**config.mk**
```make
export PLATFORM = sky130hd
export DESIGN_NAME = dflash_seq
export DESIGN_NICKNAME = d
export VERILOG_FILES = /design/src/rtl/dfs_pkg.sv /design/src/rtl/dfs_spi_byte.sv /design/src/rtl/dfs_frame.sv /design/src/rtl/dfs_ctrl.sv /design/src/rtl/dflash_seq.sv
export SDC_FILE = /design/constraint.sdc
export NUM_CORES = 1
export LEC_CHECK = 0
export BUFFER_PORTS_ARGS = -buffer_cell sky130_fd_sc_hd__buf_2
export CAP_MARGIN = 20
export CORE_MARGIN = 2
export CORE_UTILIZATION = 35
export CTS_BUF_LIST = sky130_fd_sc_hd__clkbuf_16
export DETAILED_ROUTE_END_ITERATION = 6
export PLACE_DENSITY = 0.55
export SYNTH_ARGS = -nofsm -noshare
export SYNTH_HDL_FRONTEND = slang
export SYNTH_SLANG_ARGS = --single-unit
```
**constraint.sdc**
```tcl
create_clock -name clk -period 2.7 [get_ports clk]
set_input_delay 0.135 -clock clk [delete_from_list [all_inputs] [get_ports clk]]
set_output_delay 0.135 -clock clk [all_outputs]
set_load 0.01 [all_outputs]
```
**src/rtl/dfs_pkg.sv**
```systemverilog
package dfs_pkg;

  typedef enum logic [1:0] {
    OP_PG_ERASE = 2'd0,
    OP_PG_PROG  = 2'd1,
    OP_RD       = 2'd2,
    OP_CHIP     = 2'd3
  } req_op_e;

  typedef enum logic [2:0] {
    TK_ERASE,
    TK_PROG,
    TK_READ,
    TK_CHIP,
    TK_STAT
  } txn_kind_e;

  localparam logic [7:0] OPC_PG_ERASE = 8'h81;
  localparam logic [7:0] OPC_PG_PROG  = 8'h82;
  localparam logic [7:0] OPC_RD_FAST  = 8'h0B;
  localparam logic [7:0] OPC_STATUS   = 8'hD7;
  localparam logic [7:0] OPC_CHIP_0   = 8'hC7;
  localparam logic [7:0] OPC_CHIP_1   = 8'h94;
  localparam logic [7:0] OPC_CHIP_2   = 8'h80;
  localparam logic [7:0] OPC_CHIP_3   = 8'h9A;

  function automatic txn_kind_e kind_of(req_op_e op);
    case (op)
      OP_PG_ERASE: return TK_ERASE;
      OP_PG_PROG:  return TK_PROG;
      OP_RD:       return TK_READ;
      default:     return TK_CHIP;
    endcase
  endfunction

endpackage

```
**src/rtl/dfs_spi_byte.sv**
```systemverilog
module dfs_spi_byte #(
  parameter int HALF_DIV = 2
) (
  input  logic       clk,
  input  logic       rst,
  input  logic       start,
  input  logic [7:0] tx_byte,
  output logic       busy,
  output logic       done,
  output logic [7:0] rx_byte,
  output logic       sck,
  output logic       mosi,
  input  logic       miso
);
  localparam int DW = $clog2(HALF_DIV + 1);

  logic [DW-1:0] div;
  logic [2:0]    bitn;
  logic [7:0]    tx_sh;

  always_ff @(posedge clk) begin
    if (rst) begin
      busy    <= 1'b0;
      done    <= 1'b0;
      sck     <= 1'b0;
      div     <= '0;
      bitn    <= '0;
      tx_sh   <= '0;
      rx_byte <= '0;
    end else begin
      done <= 1'b0;
      if (!busy) begin
        if (start) begin
          busy  <= 1'b1;
          tx_sh <= tx_byte;
          bitn  <= '0;
          div   <= '0;
        end
      end else if (div == DW'(HALF_DIV - 1)) begin
        div <= '0;
        sck <= ~sck;
        if (!sck) begin
          rx_byte <= {rx_byte[6:0], miso};
        end else if (bitn == 3'd7) begin
          busy <= 1'b0;
          done <= 1'b1;
        end else begin
          bitn  <= bitn + 3'd1;
          tx_sh <= {tx_sh[6:0], 1'b0};
        end
      end else begin
        div <= div + DW'(1);
      end
    end
  end

  assign mosi = tx_sh[7];

  assert_sck_idle_low_R2: assert property (@(posedge clk) disable iff (rst)
    !busy |-> !sck);
  assert_done_ends_low_R2: assert property (@(posedge clk) disable iff (rst)
    done |-> (!sck && !busy));

endmodule

```
**src/rtl/dfs_frame.sv**
```systemverilog
module dfs_frame
  import dfs_pkg::*;
#(
  parameter int ADDR_W = 24
) (
  input  txn_kind_e         kind,
  input  logic [ADDR_W-1:0] addr,
  input  logic [2:0]        idx,
  output logic [7:0]        hdr_byte,
  output logic [2:0]        hdr_len
);
  logic [23:0] a24;
  logic [7:0]  hb [8];

  assign a24 = 24'(addr);

  always_comb begin
    for (int i = 0; i < 8; i++) hb[i] = 8'h00;
    hdr_len = 3'd4;
    case (kind)
      TK_ERASE: begin
        hb[0] = OPC_PG_ERASE;
        hb[1] = a24[23:16]; hb[2] = a24[15:8]; hb[3] = a24[7:0];
      end
      TK_PROG: begin
        hb[0] = OPC_PG_PROG;
        hb[1] = a24[23:16]; hb[2] = a24[15:8]; hb[3] = a24[7:0];
      end
      TK_READ: begin
        hb[0] = OPC_RD_FAST;
        hb[1] = a24[23:16]; hb[2] = a24[15:8]; hb[3] = a24[7:0];
        hb[4] = 8'h00;
        hdr_len = 3'd5;
      end
      TK_CHIP: begin
        hb[0] = OPC_CHIP_0; hb[1] = OPC_CHIP_1;
        hb[2] = OPC_CHIP_2; hb[3] = OPC_CHIP_3;
      end
      default: begin
        hb[0] = OPC_STATUS; hb[1] = 8'hFF;
        hdr_len = 3'd2;
      end
    endcase
    hdr_byte = hb[idx];
  end

endmodule

```
**src/rtl/dfs_ctrl.sv**
```systemverilog
module dfs_ctrl
  import dfs_pkg::*;
#(
  parameter int ADDR_W     = 24,
  parameter int CNT_W      = 16,
  parameter int PAGE_SHIFT = 9,
  parameter int POLL_GAP   = 1250,
  parameter int CS_GAP     = 4
) (
  input  logic              clk,
  input  logic              rst,
  input  logic              req_valid,
  output logic              req_ready,
  input  logic [1:0]        req_op,
  input  logic [ADDR_W-1:0] req_addr,
  input  logic [CNT_W-1:0]  req_count,
  input  logic              wait_before,
  input  logic [7:0]        wr_data,
  output logic              wr_take,
  output logic [7:0]        rd_data,
  output logic              rd_valid,
  output logic              done,
  output logic              cs_n,
  output txn_kind_e         kind_q,
  output logic [ADDR_W-1:0] frame_addr,
  output logic [2:0]        frame_idx,
  input  logic [7:0]        hdr_byte,
  input  logic [2:0]        hdr_len,
  output logic              eng_start,
  output logic [7:0]        eng_tx,
  input  logic              eng_busy,
  input  logic              eng_done,
  input  logic [7:0]        eng_rx
);
  localparam int IW   = CNT_W + 1;
  localparam int TMAX = (POLL_GAP > CS_GAP) ? POLL_GAP : CS_GAP;
  localparam int TW   = $clog2(TMAX + 1);

  typedef enum logic [3:0] {
    S_IDLE, S_POLL_IDLE, S_ISSUE, S_CS_LO, S_START,
    S_WAIT, S_CS_HI, S_AFTER, S_NEXT, S_FINISH
  } state_e;

  state_e            state;
  req_op_e           op_q;
  logic              mode_b;
  logic              poll_pre;
  logic              stat_rdy;
  logic [ADDR_W-1:0] page_q;
  logic [ADDR_W-1:0] off_q;
  logic [CNT_W-1:0]  remain_q;
  logic [IW-1:0]     idx_q;
  logic [IW-1:0]     total_q;
  logic [TW-1:0]     timer;
  logic [IW-1:0]     payload_len;
  logic              in_header;

  assign frame_addr = (kind_q == TK_READ) ? off_q : ADDR_W'(page_q << PAGE_SHIFT);
  assign frame_idx  = idx_q[2:0];
  assign in_header  = idx_q < IW'(hdr_len);

  always_comb begin
    case (kind_q)
      TK_PROG: payload_len = IW'(1) << PAGE_SHIFT;
      TK_READ: payload_len = IW'(remain_q);
      default: payload_len = '0;
    endcase
  end

  always_ff @(posedge clk) begin
    if (rst) begin
      state     <= S_IDLE;
      op_q      <= OP_PG_ERASE;
      kind_q    <= TK_STAT;
      mode_b    <= 1'b0;
      poll_pre  <= 1'b0;
      stat_rdy  <= 1'b0;
      page_q    <= '0;
      off_q     <= '0;
      remain_q  <= '0;
      idx_q     <= '0;
      total_q   <= '0;
      timer     <= '0;
      req_ready <= 1'b1;
      done      <= 1'b0;
      cs_n      <= 1'b1;
      wr_take   <= 1'b0;
      rd_valid  <= 1'b0;
      rd_data   <= '0;
      eng_start <= 1'b0;
      eng_tx    <= '0;
    end else begin
      done      <= 1'b0;
      wr_take   <= 1'b0;
      rd_valid  <= 1'b0;
      eng_start <= 1'b0;
      case (state)
        S_IDLE: begin
          if (req_valid) begin
            req_ready <= 1'b0;
            op_q      <= req_op_e'(req_op);
            mode_b    <= wait_before;
            page_q    <= req_addr;
            off_q     <= req_addr;
            remain_q  <= (req_count == '0 && req_op_e'(req_op) != OP_RD) ?
                         CNT_W'(1) : req_count;
            timer     <= '0;
            poll_pre  <= 1'b1;
            state     <= wait_before ? S_POLL_IDLE : S_ISSUE;
          end
        end
        S_POLL_IDLE: begin
          if (timer == TW'(POLL_GAP - 1)) begin
            kind_q <= TK_STAT;
            state  <= S_CS_LO;
          end else begin
            timer <= timer + TW'(1);
          end
        end
        S_ISSUE: begin
          kind_q <= kind_of(op_q);
          state  <= S_CS_LO;
        end
        S_CS_LO: begin
          cs_n    <= 1'b0;
          idx_q   <= '0;
          total_q <= IW'(hdr_len) + payload_len;
          state   <= S_START;
        end
        S_START: begin
          eng_start <= 1'b1;
          if (in_header) begin
            eng_tx <= hdr_byte;
          end else if (kind_q == TK_PROG) begin
            eng_tx  <= wr_data;
            wr_take <= 1'b1;
          end else begin
            eng_tx <= 8'h00;
          end
          state <= S_WAIT;
        end
        S_WAIT: begin
          if (eng_done) begin
            if (kind_q == TK_READ && !in_header) begin
              rd_valid <= 1'b1;
              rd_data  <= eng_rx;
            end
            stat_rdy <= eng_rx[7];
            if (idx_q + IW'(1) == total_q) begin
              cs_n  <= 1'b1;
              timer <= '0;
              state <= S_CS_HI;
            end else begin
              idx_q <= idx_q + IW'(1);
              state <= S_START;
            end
          end
        end
        S_CS_HI: begin
          if (timer == TW'(CS_GAP - 1)) state <= S_AFTER;
          else timer <= timer + TW'(1);
        end
        S_AFTER: begin
          timer <= '0;
          case (kind_q)
            TK_STAT: begin
              if (!stat_rdy)     state <= S_POLL_IDLE;
              else if (poll_pre) state <= S_ISSUE;
              else if (op_q == OP_CHIP) state <= S_FINISH;
              else               state <= S_NEXT;
            end
            TK_READ: state <= S_FINISH;
            default: begin
              if (mode_b) begin
                state <= (kind_q == TK_CHIP) ? S_FINISH : S_NEXT;
              end else begin
                poll_pre <= 1'b0;
                state    <= S_POLL_IDLE;
              end
            end
          endcase
        end
        S_NEXT: begin
          if (remain_q <= CNT_W'(1)) begin
            state <= S_FINISH;
          end else begin
            remain_q <= remain_q - CNT_W'(1);
            page_q   <= page_q + ADDR_W'(1);
            poll_pre <= 1'b1;
            timer    <= '0;
            state    <= mode_b ? S_POLL_IDLE : S_ISSUE;
          end
        end
        S_FINISH: begin
          done      <= 1'b1;
          req_ready <= 1'b1;
          state     <= S_IDLE;
        end
        default: state <= S_IDLE;
      endcase
    end
  end

  assert_ready_drops_R1: assert property (@(posedge clk) disable iff (rst)
    (req_valid && req_ready) |=> !req_ready);
  assert_done_single_R1: assert property (@(posedge clk) disable iff (rst)
    done |=> !done);
  assert_shift_in_frame_R2: assert property (@(posedge clk) disable iff (rst)
    eng_busy |-> !cs_n);
  assert_wr_take_in_frame_R4: assert property (@(posedge clk) disable iff (rst)
    wr_take |-> (!cs_n && kind_q == TK_PROG));
  assert_rd_valid_read_R5: assert property (@(posedge clk) disable iff (rst)
    rd_valid |-> kind_q == TK_READ);
  assert_cs_gap_R11: assert property (@(posedge clk) disable iff (rst)
    $rose(cs_n) |=> cs_n);

endmodule

```
**src/rtl/dflash_seq.sv**
```systemverilog
module dflash_seq
  import dfs_pkg::*;
#(
  parameter int ADDR_W     = 24,
  parameter int CNT_W      = 16,
  parameter int PAGE_SHIFT = 9,
  parameter int HALF_DIV   = 2,
  parameter int POLL_GAP   = 1250
) (
  input  logic              clk,
  input  logic              rst,
  input  logic              req_valid,
  output logic              req_ready,
  input  logic [1:0]        req_op,
  input  logic [ADDR_W-1:0] req_addr,
  input  logic [CNT_W-1:0]  req_count,
  input  logic              wait_before,
  input  logic [7:0]        wr_data,
  output logic              wr_take,
  output logic [7:0]        rd_data,
  output logic              rd_valid,
  output logic              done,
  output logic              spi_sck,
  output logic              spi_cs_n,
  output logic              spi_mosi,
  input  logic              spi_miso
);
  localparam int CS_GAP = 2 * HALF_DIV;

  txn_kind_e         kind;
  logic [ADDR_W-1:0] frame_addr;
  logic [2:0]        frame_idx;
  logic [7:0]        hdr_byte;
  logic [2:0]        hdr_len;
  logic              eng_start, eng_busy, eng_done;
  logic [7:0]        eng_tx, eng_rx;

  dfs_ctrl #(
    .ADDR_W(ADDR_W), .CNT_W(CNT_W), .PAGE_SHIFT(PAGE_SHIFT),
    .POLL_GAP(POLL_GAP), .CS_GAP(CS_GAP)
  ) u_ctrl (
    .clk(clk), .rst(rst),
    .req_valid(req_valid), .req_ready(req_ready), .req_op(req_op),
    .req_addr(req_addr), .req_count(req_count), .wait_before(wait_before),
    .wr_data(wr_data), .wr_take(wr_take), .rd_data(rd_data), .rd_valid(rd_valid),
    .done(done), .cs_n(spi_cs_n), .kind_q(kind), .frame_addr(frame_addr),
    .frame_idx(frame_idx), .hdr_byte(hdr_byte), .hdr_len(hdr_len),
    .eng_start(eng_start), .eng_tx(eng_tx), .eng_busy(eng_busy),
    .eng_done(eng_done), .eng_rx(eng_rx)
  );

  dfs_frame #(.ADDR_W(ADDR_W)) u_frame (
    .kind(kind), .addr(frame_addr), .idx(frame_idx),
    .hdr_byte(hdr_byte), .hdr_len(hdr_len)
  );

  dfs_spi_byte #(.HALF_DIV(HALF_DIV)) u_spi (
    .clk(clk), .rst(rst), .start(eng_start), .tx_byte(eng_tx),
    .busy(eng_busy), .done(eng_done), .rx_byte(eng_rx),
    .sck(spi_sck), .mosi(spi_mosi), .miso(spi_miso)
  );

endmodule

```
==> flow_metrics.py <==
metrics = {
    "outcome": {
        "outcome": "finished clean",
    },
    "sta": {
        "hold_violations": 0,
        "drv_slew": 0,
        "rsz0062_at_grt": "yes",
        "layout_setup_ws_ps": 38.93,
        "skew_ps": 13.95,
        "tightest_slew_ps": 786.9,
        "setup_violations": 0,
        "setup_tns_ps": 0,
        "fmax_mhz": 375.8,
        "period_needed_ps": 2661,
        "period_share_pct": 98.56,
        "maxSlewHeadroom_pct": 47.54,
    },
    "drt": {
        "drtIter0Drc": 635,
        "routedWlPerCell_um": 16.22,
        "drc": 0,
        "vias": 8588,
        "finalWirelength_mm": 25.71,
        "drt_pass1_iterations": 5,
        "drt.antenna.violating_nets": 0,
        "post_drt_via_cell_ratio": 5.418,
    },
    "clocking": {
        "htreeDepth": 4,
        "cts_max_path_buffers": 2,
        "clk_pin_slew_worst_paths_ps": 70,
        "cts_tree": "yes",
        "worstSkewPairLatency_ps": 440,
        "cts_buffers": 17,
        "cts.sinks": 158,
        "cts_root_buf": "clkbuf_16",
    },
    "synth": {
        "synth-seq-cells": 158,
        "syn_area_um2": 8642,
        "yosys_warnings": 0,
        "synth-edff-count": 0,
        "synth.avg_cell_area_um2": 7.648,
        "synth_top_flop_cell": "dfxtp_1",
        "ys_types": 73,
        "synth_nets": 1197,
        "synth_seq_area_share_pct": 36.60,
        "syn-instance-count": 1130,
        "async_flop_share_pct": 0,
    },
    "place": {
        "dp.cells": 1518,
        "pre_cts_ws_ps": -337.1,
        "gp_congestion": 0.8549,
        "placed_cell_area_um2": 9711,
        "dp_hpwl_mm": 17.99,
        "io_buffer_count": 69,
    },
    "grt": {
        "gr-usage-all-layers_pct": 19.61,
        "grt_max_degree": 72,
        "overflow": 0,
        "antenna_found_initial": 0,
        "grt_first_pass_wirelength_mm": 41.43,
        "grt_pass1_vias": 7987,
    },
    "worst_setup_path": {
        "crit_type": "flip-flop to flip-flop",
        "crit_required_ps": 3050,
        "r2r_setup_slack_ps": 40,
        "worstPathMaxFanout": 7,
        "endpoint_kind": "flip-flop",
        "r2r-start": "u_ctrl.idx_q[4]$_SDFFE_PP0P_",
        "r2r_cells": 9,
        "arrival_ps": 3010,
        "reg2reg_to": "u_ctrl.idx_q[10]$_SDFFE_PP0P_",
        "start_kind": "flip-flop",
    },
    "final_layout": {
        "final_area_um2": 10860,
        "most-common-layout-cells": "nand2_1, dfxtp_1, nor2_1",
        "layout_commonest_cell": "nand2_1",
        "drive_gt1_share_pct": 19.43,
        "diodes": 0,
        "num-nets-final": 1315,
        "layout.filler_cells": 2518,
        "instances_no_fill": 1585,
        "areaGrowthSynthToFinish_pct": 25.70,
    },
    "die": {
        "rows": 57,
        "die-area_um2": 25960,
        "die_h_um": 161.1,
        "die_w_um": 161.1,
        "fp.coreArea_um2": 24250,
        "initial_core_util_pct": 35.64,
        "ios": 70,
    },
    "worst_hold_path": {
        "hp-start": "wr_data[5]",
        "hold_depth": 3,
        "hp-class": "primary input to flip-flop",
        "holdPathEnd": "u_ctrl.eng_tx[5]$_SDFFE_PP0P_",
    },
    "flow_run": {
        "cap_violations": 0,
    },
    "power_and_ir_drop": {
        "power.leakage_uw": 0.004019,
        "vdd_drop_max_mv": 0.4605,
        "cellPowerDensity_nw_per_um2": 681.4,
    },
}
[state kept, by name, indices dropped and copies added, names as in the netlist, 3 cells and up]
signal / flops
u_spi.rx_byte: 8
u_ctrl.kind_q: 3
u_ctrl.remain_q: 16
u_ctrl.eng_tx: 8
u_ctrl.off_q: 24
u_spi.bitn: 3
u_ctrl.rd_data: 8
u_ctrl.state: 4
u_ctrl.timer: 11
u_ctrl.page_q: 15
u_spi.tx_sh: 8
u_ctrl.total_q: 17
u_ctrl.idx_q: 17
[critical path: stages (launching register included)]
cell and delay [ps]:
dfxtp_2 360, nand4_4 140, buf_6 160, or4_4 520, a21oi_1 240, nor4_2 90
and4_4 230, buf_4 160, or4b_1 510, a21oi_2 170
[stage by stage]
stage	power, uW	util, %	hold WS [ps]
after floorplan	4327	-	271.0
after global placement	5083	40.05	375.8
after detailed placement	5099	40.05	382.6
after CTS	7382	43.59	26.26
after global routing	7834	44.80	38.25
final	7402	44.80	29.52
[per-layer routing]
metal  routed length, um  share of wire, %  vias up  track usage (%)
met4                 436               1.7        0            6.372
met5                   0                 0        -                0
met2               12350                48      195            32.85
met3                 996               3.9       33            2.773
li1                    -                 -     4314                -
met1               11920                46     4046            26.10
[cell type report]
type	instances	area [um^2]	share of cell area, %
inverter	15	56.30	0.5183
clock buffer	17	425.4	3.916
timing repair buffer	186	1415	13.03
multi-input combinational	870	5256	48.39
clock inverter	15	116.4	1.071
tap	324	405.4	3.732
sequential	158	3188	29.35
[what timing repair did]
action                                 CTS  global route
pin swaps                                4            17
endpoints found under the hold margin   30             0
setup endpoints to repair               29            34
hold buffers                            28             0
cloned                                   0             4
gates resized for setup                 10            47
setup buffers                            0             2
[cell usage after synthesis, types with 8 or more instances]
cell | n | area (um^2)
and3_1 | 19 | 118.9
nand2b_1 | 11 | 68.82
buf_2 | 8 | 40.04
a21oi_1 | 102 | 510.5
nand2_1 | 175 | 656.9
ha_1 | 11 | 137.6
xnor2_1 | 23 | 201.4
nand3_1 | 34 | 170.2
clkbuf_1 | 70 | 262.8
xor2_1 | 12 | 105.1
dfxtp_1 | 158 | 3163
o21ai_0 | 58 | 290.3
nand4_1 | 15 | 93.84
a211oi_1 | 33 | 247.7
mux2i_1 | 26 | 260.3
or3_1 | 10 | 62.56
nor2b_1 | 10 | 62.56
nor3b_1 | 8 | 60.06
inv_1 | 15 | 56.30
nor2_1 | 123 | 461.7
a22oi_1 | 17 | 127.6
a311oi_1 | 11 | 96.34
nor4_1 | 16 | 100.1
nor3_1 | 37 | 185.2
[worst max-delay path by stage]
| stage | start | to | slack, ps | depth (start not counted) |
|---|---|---|---|---|
| finish | u_ctrl.idx_q[4]$_SDFFE_PP0P_ | u_ctrl.idx_q[10]$_SDFFE_PP0P_ | 40 | 9 |
| global route | u_ctrl.idx_q[0]$_SDFFE_PP0P_ | u_ctrl.idx_q[2]$_SDFFE_PP0P_ | -70 | 10 |
| CTS | u_ctrl.idx_q[0]$_SDFFE_PP0P_ | u_ctrl.idx_q[9]$_SDFFE_PP0P_ | 6 | 9 |
| detailed placement | u_ctrl.idx_q[0]$_SDFFE_PP0P_ | u_ctrl.idx_q[0]$_SDFFE_PP0P_ | -340 | 10 |
| global placement | u_ctrl.idx_q[0]$_SDFFE_PP0P_ | u_ctrl.idx_q[0]$_SDFFE_PP0P_ | -240 | 9 |
| floorplan | u_ctrl.idx_q[1]$_SDFFE_PP0P_ | u_ctrl.idx_q[9]$_SDFFE_PP0P_ | 10 | 11 |
[power breakdown]
part	switching [uW]	internal [uW]
combinational	1330	896
clock	1050	1190
sequential	313	2620
[cell families after synthesis]
family,synth area share [%]
adders and majority gates,1.824
muxes,3.272
and+or+nand+nor,27.42
xor gates and xnor gates,3.547
buffers and inverters,5.198
DFF,36.60
AOI/OAI and AO/OA,22.14
Power figures use the tool's default switching activity.
